**config.mk**
```make
export PLATFORM = sky130hd
export DESIGN_NAME = pkt_drop_rxbuf
export DESIGN_NICKNAME = d
export VERILOG_FILES = /design/src/rtl/rxbuf_pkg.sv /design/src/rtl/rxbuf_store.sv /design/src/rtl/rxbuf_ingress.sv /design/src/rtl/rxbuf_egress.sv /design/src/rtl/pkt_drop_rxbuf.sv
export SDC_FILE = /design/constraint.sdc
export NUM_CORES = 1
export LEC_CHECK = 0
export BUFFER_PORTS_ARGS = -buffer_cell sky130_fd_sc_hd__buf_2
export CORE_ASPECT_RATIO = 1.25
export CORE_MARGIN = 1
export CORE_UTILIZATION = 60
export DETAILED_ROUTE_END_ITERATION = 8
export GPL_TIMING_DRIVEN = 1
export PLACE_DENSITY = 0.75
export SLEW_MARGIN = 10
export SYNTH_ARGS = -nofsm -noshare
export SYNTH_HDL_FRONTEND = slang
export SYNTH_SLANG_ARGS = --single-unit
```
**constraint.sdc**
```tcl
create_clock -name clk_i -period 5.6 [get_ports clk_i]
set_input_delay 0.28 -clock clk_i [delete_from_list [all_inputs] [get_ports clk_i]]
set_output_delay 0.28 -clock clk_i [all_outputs]
set_load 0.1 [all_outputs]
```
**src/rtl/rxbuf_pkg.sv**
```systemverilog
package rxbuf_pkg;
  localparam int FLIT_W = 64;

  typedef struct packed {
    logic              last;
    logic [FLIT_W-1:0] data;
  } flit_t;
endpackage

```
**src/rtl/rxbuf_store.sv**
```systemverilog
module rxbuf_store
  import rxbuf_pkg::*;
#(
  parameter int DEPTH = 16,
  parameter int AW    = $clog2(DEPTH)
) (
  input  logic          clk_i,
  input  logic          we_i,
  input  logic [AW-1:0] waddr_i,
  input  flit_t         wflit_i,
  input  logic [AW-1:0] raddr_i,
  output flit_t         rflit_o
);
  flit_t mem_q [DEPTH];

  always_ff @(posedge clk_i) begin
    if (we_i) mem_q[waddr_i] <= wflit_i;
  end

  assign rflit_o = mem_q[raddr_i];
endmodule

```
**src/rtl/rxbuf_ingress.sv**
```systemverilog
module rxbuf_ingress #(
  parameter int DEPTH = 16,
  parameter int AW    = $clog2(DEPTH),
  parameter int CW    = $clog2(DEPTH + 1)
) (
  input  logic          clk_i,
  input  logic          rst_ni,
  input  logic          in_valid_i,
  input  logic          in_last_i,
  input  logic [CW-1:0] occ_i,
  output logic          we_o,
  output logic [AW-1:0] waddr_o,
  output logic          commit_o,
  output logic [CW-1:0] commit_len_o
);
  logic [AW-1:0] tail_q, tent_q;
  logic [CW-1:0] tent_cnt_q;
  logic          drop_q;
  logic [CW:0]   used;
  logic          room, accept;

  // committed + provisional flits; space check is conservative vs same-cycle pops
  assign used   = {1'b0, occ_i} + {1'b0, tent_cnt_q};
  assign room   = used < (CW+1)'(DEPTH);
  assign accept = in_valid_i && !drop_q && room;

  assign we_o         = accept;
  assign waddr_o      = tent_q;
  assign commit_o     = accept && in_last_i;
  assign commit_len_o = tent_cnt_q + CW'(1);

  always_ff @(posedge clk_i or negedge rst_ni) begin
    if (!rst_ni) begin
      tail_q     <= '0;
      tent_q     <= '0;
      tent_cnt_q <= '0;
      drop_q     <= 1'b0;
    end else if (in_valid_i) begin
      if (drop_q) begin
        if (in_last_i) drop_q <= 1'b0;
      end else if (room) begin
        tent_q <= tent_q + AW'(1);
        if (in_last_i) begin
          tail_q     <= tent_q + AW'(1);
          tent_cnt_q <= '0;
        end else begin
          tent_cnt_q <= tent_cnt_q + CW'(1);
        end
      end else begin
        // overflow: roll back to last packet boundary
        tent_q     <= tail_q;
        tent_cnt_q <= '0;
        drop_q     <= !in_last_i;
      end
    end
  end

  p_room_r5: assert property (@(posedge clk_i) disable iff (!rst_ni)
    ({1'b0, occ_i} + {1'b0, tent_cnt_q}) <= (CW+1)'(DEPTH));

  p_rollback_r5: assert property (@(posedge clk_i) disable iff (!rst_ni)
    $rose(drop_q) |-> (tent_cnt_q == '0 && tent_q == tail_q));

  p_drop_until_last_r6: assert property (@(posedge clk_i) disable iff (!rst_ni)
    (drop_q && !(in_valid_i && in_last_i)) |=> drop_q);
endmodule

```
**src/rtl/rxbuf_egress.sv**
```systemverilog
module rxbuf_egress #(
  parameter int DEPTH = 16,
  parameter int AW    = $clog2(DEPTH),
  parameter int CW    = $clog2(DEPTH + 1)
) (
  input  logic          clk_i,
  input  logic          rst_ni,
  input  logic          commit_i,
  input  logic [CW-1:0] commit_len_i,
  input  logic          out_ready_i,
  output logic          out_valid_o,
  output logic [AW-1:0] raddr_o,
  output logic [CW-1:0] occ_o
);
  logic [AW-1:0] head_q;
  logic [CW-1:0] occ_q;
  logic          pop;

  // only committed flits are counted, so any nonzero count is whole packets
  assign out_valid_o = occ_q != '0;
  assign pop         = out_valid_o && out_ready_i;
  assign raddr_o     = head_q;
  assign occ_o       = occ_q;

  always_ff @(posedge clk_i or negedge rst_ni) begin
    if (!rst_ni) begin
      head_q <= '0;
      occ_q  <= '0;
    end else begin
      if (pop) head_q <= head_q + AW'(1);
      occ_q <= occ_q + (commit_i ? commit_len_i : '0) - (pop ? CW'(1) : '0);
    end
  end

  p_occ_max_r4: assert property (@(posedge clk_i) disable iff (!rst_ni)
    occ_q <= CW'(DEPTH));

  p_pop_dec_r4: assert property (@(posedge clk_i) disable iff (!rst_ni)
    (pop && !commit_i) |=> occ_q == $past(occ_q) - CW'(1));
endmodule

```
**src/rtl/pkt_drop_rxbuf.sv**
```systemverilog
module pkt_drop_rxbuf
  import rxbuf_pkg::*;
#(
  parameter int DEPTH = 16,
  localparam int AW   = $clog2(DEPTH),
  localparam int CW   = $clog2(DEPTH + 1)
) (
  input  logic              clk_i,
  input  logic              rst_ni,
  input  logic              in_valid_i,
  input  logic [FLIT_W-1:0] in_data_i,
  input  logic              in_last_i,
  output logic              out_valid_o,
  input  logic              out_ready_i,
  output logic [FLIT_W-1:0] out_data_o,
  output logic              out_last_o,
  output logic [CW-1:0]     occupancy_o
);
  logic          we, commit;
  logic [AW-1:0] waddr, raddr;
  logic [CW-1:0] commit_len, occ;
  flit_t         wflit, rflit;

  assign wflit = '{last: in_last_i, data: in_data_i};

  rxbuf_ingress #(.DEPTH(DEPTH), .AW(AW), .CW(CW)) u_ingress (
    .clk_i        (clk_i),
    .rst_ni       (rst_ni),
    .in_valid_i   (in_valid_i),
    .in_last_i    (in_last_i),
    .occ_i        (occ),
    .we_o         (we),
    .waddr_o      (waddr),
    .commit_o     (commit),
    .commit_len_o (commit_len)
  );

  rxbuf_store #(.DEPTH(DEPTH), .AW(AW)) u_store (
    .clk_i   (clk_i),
    .we_i    (we),
    .waddr_i (waddr),
    .wflit_i (wflit),
    .raddr_i (raddr),
    .rflit_o (rflit)
  );

  rxbuf_egress #(.DEPTH(DEPTH), .AW(AW), .CW(CW)) u_egress (
    .clk_i        (clk_i),
    .rst_ni       (rst_ni),
    .commit_i     (commit),
    .commit_len_i (commit_len),
    .out_ready_i  (out_ready_i),
    .out_valid_o  (out_valid_o),
    .raddr_o      (raddr),
    .occ_o        (occ)
  );

  assign out_data_o  = rflit.data;
  assign out_last_o  = rflit.last;
  assign occupancy_o = occ;

  p_hold_r8: assert property (@(posedge clk_i) disable iff (!rst_ni)
    (out_valid_o && !out_ready_i) |=> (out_valid_o && $stable(out_data_o) && $stable(out_last_o)));
endmodule

```
# After elaboration in Yosys (flattened, before gate mapping)
# Memory sizes are Yosys's and may differ from the RTL's.
# Index checks and enable logic that the tools add are counted.
# word_totals
reg_bits	23
mem_bits_rw	1040
out_inout_bits	71
memories	1
# classes
addsub	6
magnitude_cmp	1
mux	10
bitwise_logic	1
reduce_logical	9
# memory_table
memory	depth	word_bits	read_ports	rd_ports_with_merged_regs	write_ports	line_no	source
u_store.mem_q	16	65	1	0	1	rxbuf_store.sv:14	flit_t mem_q [DEPTH];
# ops
cell	count
5-bit two-way mux	3
4-bit by 1-bit adder with 4-bit output (second input constant)	2
5-bit by 5-bit adder with 6-bit output	1
6-bit by 5-bit < comparator with 1-bit output (second input constant)	1
1-bit two-way mux	6
5-bit by 1-bit adder with 5-bit output (second input constant)	1
5-bit adder	1
5-bit nonzero test	1
5-bit subtractor	1
1-bit logical AND	4
4-bit two-way mux	1
4-bit AND reduction	1
1-bit logical NOT	2
2-bit AND reduction	1
1-bit NOT	1

# Longest topological paths before layout
# Gate-level depths: netlist of run 1.
# depth
depth_word	7
ltp_mapped	14
ltp_nobuf	13

# Modules after synthesis
# Synthesis of run 1 repeated with hierarchy kept, for this count alone.
# unflattened
cells_unflattened	1750
hier_area_um2	40381.2
# modules_own_cells
mod	n_inst	cells_per_inst	area_each_um2	seq_area_each_um2
rxbuf_store	1	1608	38938.6	31230.0
rxbuf_ingress	1	88	863.3	350.3
rxbuf_egress	1	54	579.3	225.2

# Worst setup path after synthesis of run 1
# OpenSTA, ideal clock, no wires.
# synth_timing
path_kind	reg-to-reg
startpoint	reg u_egress.occ_q[1] (netlist: u_egress.occ_o[1])
endpoint	mem u_store.mem_q[4][0] in the netlist's numbering, enable pin
t_arrival_ps	4979
required_time_ps	5111
slack_ps	132
stages_incl_launch_ff	7
n_path_buf	0
period_less_slack_ps	5468
cell_sequence	dfrtp_1 > ha_1 > and4_1 > o21ai_1 > nand2_1 > or4_1 > nor2_1
# synth_between
elab_chain_len	5
# synth_lines
item	line_no	source
start, declared	rxbuf_egress.sv:16	logic [CW-1:0] occ_q;
start signal, assigned	rxbuf_egress.sv:31	occ_q <= occ_q + (commit_i ? commit_len_i : '0) - (pop ? CW'(1) : '0);
5-bit by 5-bit adder with 6-bit output	rxbuf_ingress.sv:23	assign used = {1'b0, occ_i} + {1'b0, tent_cnt_q};
6-bit by 5-bit < comparator with 1-bit output	rxbuf_ingress.sv:24	assign room = used < (CW+1)'(DEPTH);
1-bit logical AND	rxbuf_ingress.sv:25	assign accept = in_valid_i && !drop_q && room;
1-bit two-way mux	rxbuf_store.sv:17	if (we_i) mem_q[waddr_i] <= wflit_i;
1-bit two-way mux (not written as such)	rxbuf_store.sv:17	
end, declared	rxbuf_store.sv:14	
# Every way passes these cells.

# Worst setup path after layout of run 1
# layout_timing
startpoint	reg u_egress.occ_q[1] (netlist: u_egress.occ_o[1])
endpoint	mem u_store.mem_q[5][39] in the netlist's numbering, enable pin
# Same word-level chain as after synthesis.

==> impl_metrics.csv, run 1 <==
group,metric,value,unit
worst_setup_path,critPathSlowestCell,"or4_1",
synth,synth.distinct_cells,36,
worst_setup_path,r2r_start,"u_egress.occ_o[1]",
clock_network,clock_latency,0.67,ns
timing,fin_crit_sh,69.12,%
worst_setup_path,worst-path-stages,7,
power_and_ir_drop,vdd_drop_max,0.0009352,V
flow_run,max_cap_violations,0,
timing,setup_tns,0,ns
floorplan,initial_core_util,60.91,%
synth,synth_flop_cell,"edfxtp_1",
worst_setup_path,setup.worst_path.start,"u_egress.occ_o[1]",
timing,fmax,0.2583,GHz
timing,hold_viol_final,0,
global_routing,grtUsageTotal,25.80,%
worst_setup_path,cp_num_buf_inv,1,
floorplan,std_cell_rows,106,
synth,syn_area,40880,sq um
floorplan,die-area,69180,sq um
placement,io_buffers,139,
worst_setup_path,worstPathCellList,"ha_1 -> and4_1 -> o21ai_1 -> nand2_1 -> or4_1 -> nor2_4 -> buf_4",
synth,synth_nets,1694,
layout,finalNetCount,1947,
clock_network,post_cts_buffers,0,
worst_hold_path,hold_path_class,"input pin to register",
layout,num-fill-cells,3859,
placement,place_inst,2567,
placement,placed_cell_area,42490,sq um
global_routing,grt_pass1_vias,19630,
layout,syn_to_final_growth,13.15,%
worst_setup_path,cp-end-kind,"register",
synth,yosys-top-cells-area,"edfxtp_1, mux4_2, mux4_1",
layout,register_area,31820,sq um
worst_setup_path,r2r_end,"u_store.mem_q[5][39]",
layout,multiInputGateArea,8444,sq um
timing,layout_min_cycle_time,3.871,ns
detailed_routing,wl_per_cell,31.02,microns
clock_network,cts.sinks,1063,
layout,final_cells,2810,
power_and_ir_drop,leakagePower,14.98,nW
synth,syn-instance-count,1606,
worst_setup_path,critical_path_class,"register to register",
global_routing,overflow,0,
floorplan,io_pins,140,
outcome,outcome,"finished, final reports clean",
global_routing,grt_max_degree,93,
detailed_routing,drt-initial-drc-count,1837,
worst_setup_path,worstSetupStartpointType,"register",
detailed_routing,first_pass_iters,7,
synth,ys_warn_count,0,
clock_network,cts_tree,"done",
global_routing,grt_pass1_wl,127700,microns
detailed_routing,viasPerCell,6.599,
synth,async_reset_ff_share,2.164,%
placement,hpwl,45230,microns
worst_setup_path,arrival,4.17,ns
clock_network,cts_buffers,98,
layout,drive_gt1_share,31.43,%
clock_network,cts.path.max_buffers,3,
clock_network,root_buffer,"clkbuf_16",
clock_network,clk_pin_slew_worst_paths,0.06,ns
timing,grt_setup_unrepaired,"false",
floorplan,die_height,293.8,microns
synth,synth-seq-cells,1063,
detailed_routing,vias,18540,
worst_setup_path,rrSetupSlack,1.73,ns
timing,tightestPinTransition,1.168,ns
worst_setup_path,crit_path_end,"u_store.mem_q[5][39]",
worst_setup_path,cpPeakStageDelay,0.74,ns
power_and_ir_drop,power.density,552.9,nW/um^2
timing,drv_slew,0,
floorplan,fp.dieW,235.5,microns
synth,synth_top_area_share,76.40,%
worst_setup_path,critical_path_required,5.90,ns
detailed_routing,drc,0,
timing,relSlewSlack,22.12,%
synth,syn_area_per_cell,25.45,sq um
global_routing,antenna_found_initial,5,
worst_setup_path,r2r.worst_path.cells,7,
detailed_routing,ant_nets,0,
placement,routabilityCongestion,0.8252,
layout,final_area,46250,sq um
floorplan,coreArea,67110,sq um
synth,yosysSeqAreaShare,77.81,%
synth,synth_edf_count,1040,
timing,skew,0.01847,ns
timing,setup_viol,0,
synth,synth_area_leader_cell,"edfxtp_1",
worst_setup_path,cp_max_fo,29,
clock_network,cts_max_level,3,
detailed_routing,routed_wl,87160,microns
worst_setup_path,critPathTopFamily,"simple AND/OR/NAND/NOR gates",
## power breakdown
part           internal, mW  switching, mW
Clock                  3.75           2.89
Sequential             9.11          0.453
Combinational          3.04           6.32
Total                  15.9           9.66
## state kept, by name (all words and copies together) (netlist names)
signal / count
u_store.mem_q: 1040
u_egress.raddr_o: 4
u_ingress.tail_q: 4
u_ingress.tent_cnt_q: 5
u_ingress.drop_q: 1
u_ingress.waddr_o: 4
u_egress.occ_o: 5
## per-stage QoR
step / total power, mW / utilization [%] / hold slack [ns] / worst slack [ns]
6_report: 25.57 / 68.92 / 0.02409 / 1.729
5_1_grt: 26.31 / 68.92 / 0.02161 / 1.586
4_1_cts: 25.76 / 68.91 / 0.0009482 / 1.773
3_5_place_dp: 19.12 / 63.31 / 0.2918 / 1.764
3_3_place_gp: 19.02 / 63.31 / 0.2784 / 1.914
2_1_floorplan: 17.58 / - / -0.01559 / 0.1325
## worst min path at each step
stage	start	to	slack (ns)	depth (start not counted)
3_5_place_dp	rst_ni	u_ingress.drop_q	0.29	1
2_1_floorplan	rst_ni	u_egress.occ_o[0]	-0.02	0
4_1_cts	in_data_i[20]	u_store.mem_q[6][20]	0.0009	1
5_1_grt	in_data_i[1]	u_store.mem_q[10][1]	0.02	1
6_report	in_data_i[4]	u_store.mem_q[10][4]	0.02	1
3_3_place_gp	rst_ni	u_ingress.drop_q	0.28	1
## worst reg2reg max path, delay by kind of cell (launching register included)
kind	cells	cell delay, ns
buf+inv	1	0.54
fa+ha+maj	1	0.32
compound gates	1	0.17
flops	1	0.43
simple gates	4	2.04
## layer usage
layer	global-route usage [%]	part of all wire, %	vias up
met3	4.418	6.9	167
met5	0	0.039	-
met4	9.294	2.9	6
met2	43.46	52	919
li1	-	-	7508
met1	34.50	39	9943
## Yosys cell counts, types with 7 or more instances
master,n
buf_12,15
and2_1,13
ha_1,18
nand2_1,14
mux4_1,56
buf_2,16
dfrtp_1,23
edfxtp_1,1040
clkbuf_1,42
a21oi_1,8
nor2_1,7
inv_1,20
xnor2_1,9
mux4_2,269
## what timing repair did
item / CTS / global route
hold buffers: 56 / 0
endpoints found under the hold margin: 791 / 0
gates resized for setup: 0 / 0
## layout by cell type (no fill, tap or decap), types with 6 or more instances in the layout
cell type / count
dlygate4sd3_1: 56
mux4_2: 269
dfrtp_1: 19
and2_4: 12
clkbuf_1: 18
buf_2: 139
xnor2_1: 9
edfxtp_1: 1040
o21ai_1: 6
mux4_1: 56
clkbuf_16: 100
bufinv_16: 10
clkinv_1: 23
inv_1: 20
a21oi_1: 8
nand2_1: 14
clkinv_2: 24
ha_1: 18
buf_4: 30
buf_12: 7
## cells by family after synthesis
kind of cell / count (synthesis) / share of synthesized area [%]
AO/OA/AOI/OAI: 22 / 0.3245
XOR/XNOR: 12 / 0.2571
adder cells (fa/ha/maj): 19 / 0.5999
buffers and inverters: 101 / 1.683
flip-flops: 1063 / 77.81
multiplexers: 332 / 18.61
AND/OR/NAND/NOR: 57 / 0.7224
## final cells by class
type                       instances  share of cell area, %
antenna                            2                0.01082
inverter                          22                 0.1785
multi-input combinational        442                  18.26
timing repair buffer             232                  3.506
sequential                      1063                  68.80
tap                              864                  2.337
clock buffer                     118                  5.556
clock inverter                    67                  1.355
Power figures use the tool's default switching activity.
==> inputs of run 2 (changes only) <==
clock period = 3.9 ns   (was 5.6 ns; I/O delays follow)
==> impl_metrics.csv, run 2 (same netlist as run 1, synthesis figures left out) <==
group,metric,value,unit
clock_network,root_buffer,"clkbuf_16",
power_and_ir_drop,vdd_drop_max,0.001224,V
power_and_ir_drop,leakagePower,15.05,nW
placement,hpwl,46440,microns
placement,routabilityCongestion,0.8043,
detailed_routing,vias,18340,
clock_network,cts.path.max_buffers,3,
worst_setup_path,rrSetupSlack,0.56,ns
floorplan,io_pins,140,
clock_network,cts_buffers,96,
worst_hold_path,hold_path_class,"input pin to register",
clock_network,cts_max_level,3,
layout,regMostFlops,"u_store.mem_q",
timing,layout_min_cycle_time,3.485,ns
layout,drive_gt1_share,31.07,%
placement,io_buffers,139,
clock_network,clk_pin_slew_worst_paths,0.06,ns
timing,hold-worst-slack,0.03131,ns
global_routing,grt_pass1_wl,127300,microns
detailed_routing,wl_met2,44500,microns
layout,syn_to_final_growth,13.84,%
layout,largest_reg_flops,1040,
global_routing,antenna_found_initial,4,
timing,tightestPinTransition,0.8136,ns
floorplan,die-area,69180,sq um
layout,finalNetCount,1975,
timing,fin_crit_sh,89.35,%
floorplan,initial_core_util,60.91,%
detailed_routing,top_layer_used,"met5",
detailed_routing,drc,0,
layout,num-fill-cells,3853,
worst_setup_path,cp-end-kind,"primary output",
global_routing,overflow,0,
detailed_routing,wl_per_cell,30.10,microns
clock_network,cts.sinks,1063,
outcome,outcome,"finished, final reports clean",
layout,postLayoutCoreUtil,69.34,%
global_routing,grt_pass1_vias,19580,
clock_network,post_cts_buffers,0,
flow_run,max_cap_violations,0,
floorplan,fp.dieW,235.5,microns
timing,hold_viol_final,0,
worst_setup_path,critical_path_class,"register to primary output",
global_routing,grt_max_degree,76,
detailed_routing,drt-initial-drc-count,1954,
worst_setup_path,worstSetupStartpointType,"register",
timing,drv_slew,0,
detailed_routing,ant_nets,0,
timing,skew,0.01815,ns
timing,setup_viol,0,
clock_network,cts_tree,"done",
worst_setup_path,cp_max_fo,27,
global_routing,grtUsageTotal,25.42,%
floorplan,coreArea,67110,sq um
detailed_routing,viasPerCell,6.484,
layout,final_common_cell,"edfxtp_1",
layout,final_cell_mix,"edfxtp_1, mux4_2, buf_2",
timing,grt_setup_unrepaired,"false",
timing,fmax,0.2870,GHz
floorplan,die_height,293.8,microns
power_and_ir_drop,power.density,780.3,nW/um^2
layout,final_cells,2828,
detailed_routing,first_pass_iters,5,
floorplan,std_cell_rows,106,
detailed_routing,routed_wl,85120,microns
clock_network,clock_latency,0.65,ns
worst_setup_path,critical_path_required,3.70,ns
worst_setup_path,arrival,3.29,ns
placement,place_inst,2585,
detailed_routing,wl_met1,33490,microns
timing,relSlewSlack,45.76,%
detailed_routing,dr_wl_met3,5508,microns
## run 2: changes by cell type in the layout (fill, tap and decap cells not counted), sizes merged
cell,before,now
clkinvlp,3,4
clkinv,50,43
inv,26,21
bufinv,10,7
clkbuf,118,121
diode,2,1
dlygate4sd3,56,68
buf,176,194
## run 2: metrics by stage
| stage | setup TNS (ns) | area [sq um] | worst slack [ns] | power, mW |
|---|---|---|---|---|
| floorplan | -137.69 | 40910 | -0.5297 | 25.24 |
| global placement | 0 | 42880 | 0.7043 | 27.46 |
| detailed placement | 0 | 42880 | 0.5725 | 27.58 |
| CTS | 0 | 46530 | 0.3315 | 36.62 |
| global route | 0 | 46530 | 0.2855 | 37.46 |
| finish | 0 | 46530 | 0.4155 | 36.31 |
## run 2: final cells by class
class / instances / area (sq um) / area share (%)
well taps: 864 / 1081 / 2.323
diodes: 1 / 2.502 / 0.005378
clock buffers: 121 / 2517 / 5.410
flip-flops and latches: 1063 / 31820 / 68.38
inverters: 22 / 82.58 / 0.1775
clock inverters: 53 / 454.2 / 0.9760
multi-input cells: 442 / 8449 / 18.16
repair buffers: 262 / 2127 / 4.571
## run 2: critical path: stages (launching register included)
cell and delay (ns):
dfrtp_4 0.61, buf_4 0.53, mux4_1 0.68, mux4_2 0.49
buf_2 0.31
## run 2: worst paths after layout
| kind | from | cells after the start | to |
|---|---|---|---|
| max | u_egress.raddr_o[0] | 4 | out_data_o[43] |
| min | out_ready_i | 3 | u_egress.raddr_o[0] |
| max reg2reg | u_ingress.tent_cnt_q[2] | 13 | u_egress.occ_o[4] |
| min reg2reg | u_ingress.tail_q[3] | 1 | u_ingress.tail_q[3] |
| max in group asynchronous | rst_ni | 2 | u_egress.raddr_o[2] |
| min in group asynchronous | rst_ni | 2 | u_ingress.waddr_o[3] |
## run 2: power breakdown
group          switching (mW)  leakage [nW]  internal [mW]  total (mW)
Sequential              0.528          9.63           13.1        13.6
Clock                    3.94          1.44           5.03        8.98
Combinational            9.22          3.98           4.51        13.7
Total                    13.7          15.1           22.6        36.3
## run 2: what timing repair did
action	in CTS	in global routing
gates resized for setup	0	0
hold buffers	68	0
hold endpoints to repair	1059	0
## run 2: layer usage
| metal | global-route usage (%) | vias to the layer above |
|---|---|---|
| li1 | - | 7546 |
| met1 | 34.63 | 9917 |
| met2 | 43.20 | 756 |
| met3 | 4.221 | 114 |
| met4 | 7.078 | 4 |
| met5 | 0 | - |
==> inputs of run 3 (changes only) <==
CORE_UTILIZATION = 40   (was 60)
PLACE_DENSITY = 0.53   (was 0.75)
==> impl_metrics.csv, run 3 (same netlist as run 1, synthesis figures left out) <==
group,metric,value,unit
global_routing,grt_max_degree,66,
worst_setup_path,r2r_end,"u_store.mem_q[10][1]",
clock_network,clock_latency,0.69,ns
detailed_routing,routed_wl,91210,microns
clock_network,cts.sinks,1063,
flow_run,max_cap_violations,0,
worst_setup_path,worstSetupStartpointType,"register",
timing,skew,0.01732,ns
global_routing,overflow,0,
layout,finalNetCount,1980,
timing,grt_setup_unrepaired,"false",
clock_network,cts_tree,"done",
power_and_ir_drop,power.density,783.0,nW/um^2
placement,hpwl,49390,microns
timing,tightestPinTransition,0.8583,ns
layout,drive_gt1_share,31.35,%
timing,setup_viol,0,
timing,drv_slew,0,
worst_setup_path,critical_path_class,"register to primary output",
worst_setup_path,rrSetupSlack,0.74,ns
timing,hold-worst-slack,0.07922,ns
clock_network,post_cts_buffers,0,
worst_setup_path,cp-end-kind,"primary output",
power_and_ir_drop,vdd_drop_max,0.0005717,V
worst_setup_path,critical_path_required,3.70,ns
floorplan,fp.dieW,287.9,microns
clock_network,clk_pin_slew_worst_paths,0.06,ns
placement,io_buffers,139,
worst_setup_path,setup.worst_path.start,"u_egress.raddr_o[0]",
outcome,outcome,"finished, final reports clean",
layout,largest_reg_flops,1040,
global_routing,grt_pass1_wl,133900,microns
detailed_routing,wl_per_cell,27.76,microns
layout,regMostFlops,"u_store.mem_q",
worst_setup_path,worstPathCellList,"buf_12 -> mux4_1 -> mux4_2 -> buf_2",
detailed_routing,viasPerCell,5.449,
worst_setup_path,r2r.worst_path.cells,7,
global_routing,grtUsageTotal,17.97,%
timing,hold_viol_final,0,
global_routing,grt_pass1_vias,19350,
detailed_routing,drc,0,
layout,final_cell_mix,"edfxtp_1, mux4_2, buf_2",
timing,fmax,0.2815,GHz
placement,routabilityCongestion,0.7591,
floorplan,initial_core_util,40.53,%
detailed_routing,first_pass_iters,7,
layout,num-fill-cells,8228,
floorplan,coreArea,100800,sq um
worst_setup_path,cp_max_fo,46,
clock_network,cts_max_level,3,
timing,relSlewSlack,42.78,%
worst_setup_path,r2r_start,"u_ingress.tent_cnt_q[2]",
detailed_routing,drt-initial-drc-count,1224,
clock_network,cts_buffers,102,
global_routing,antenna_found_initial,2,
layout,final_common_cell,"edfxtp_1",
clock_network,root_buffer,"clkbuf_16",
timing,layout_min_cycle_time,3.552,ns
layout,multiInputGateArea,8449,sq um
detailed_routing,ant_nets,0,
floorplan,io_pins,140,
clock_network,cts.path.max_buffers,3,
floorplan,die-area,103500,sq um
worst_setup_path,crit_path_end,"out_data_o[30]",
detailed_routing,vias,17910,
floorplan,die_height,359.4,microns
layout,syn_to_final_growth,16.08,%
power_and_ir_drop,leakagePower,15.20,nW
layout,postLayoutCoreUtil,47.05,%
floorplan,std_cell_rows,130,
timing,fin_crit_sh,91.08,%
worst_hold_path,hold_path_class,"input pin to async pin",
worst_setup_path,cpPeakStageDelay,0.74,ns
worst_setup_path,arrival,3.36,ns
layout,register_area,31820,sq um
worst_setup_path,critPathSlowestCell,"dfrtp_4",
[run 3: changes by cell type in the layout (fill, tap and decap cells not counted), sizes merged]
cell,change
buf,-2
bufinv,+3
clkbuf,+2
clkinv,-1
clkinvlp,-2
dlygate4sd3,+1
inv,+1
[run 3: metal layers]
metal | track usage, % | vias to the layer above | share of wire [%]
met4 | 4.855 | 4 | 1.7
met5 | 0 | - | 0.027
met2 | 30.23 | 317 | 51
met1 | 24.36 | 9903 | 44
met3 | 2.697 | 110 | 3.8
li1 | - | 7573 | -
[run 3: report_power, final]
| part | switching (mW) | internal [mW] |
|---|---|---|
| registers | 0.568 | 13.1 |
| clock network | 4.09 | 5.53 |
| logic | 9.35 | 4.54 |
[run 3: timing repair]
action | in CTS | in global routing
resized for setup | 0 | 0
hold buffers | 69 | 0
endpoints found under the hold margin | 1066 | 0
[run 3: how the worst min path moves through the flow]
stage,from,to,slack [ns],cells after the start
6_report,rst_ni,u_egress.raddr_o[0],0.08,2
3_5_place_dp,rst_ni,u_egress.raddr_o[1],0.23,1
3_3_place_gp,rst_ni,u_egress.raddr_o[1],0.22,1
2_1_floorplan,rst_ni,u_egress.occ_o[0],-0.10,0
4_1_cts,rst_ni,u_egress.raddr_o[0],0.05,2
5_1_grt,rst_ni,u_egress.raddr_o[0],0.12,2
[run 3: stage by stage]
stage                     setup TNS, ns  setup WS (ns)  std cells  area [sq um]  power, mW
after floorplan                 -137.69        -0.5297       1606         40910      25.24
after global placement                0         0.7854       3039         43550      27.99
after detailed placement              0         0.7098       3039         43550      28.03
after CTS                             0         0.2487       3285         47450      37.73
after global routing                  0         0.2260       3285         47450      38.55
final                                 0         0.3479       3286         47450      37.15
[run 3: final cells by class]
class	instances	share of cell area [%]
clock inverter	54	1.105
timing repair buffer	261	4.710
inverter	22	0.1740
clock buffer	123	5.656
tap	1320	3.481
multi-input combinational	442	17.81
antenna	1	0.005274
sequential	1063	67.06
[run 3: worst max-delay path: cells and delay by family (launching register included)]
kind / cells / cell delay, ns
buf+inv: 2 / 0.72
flops: 1 / 0.74
mux: 2 / 1.17
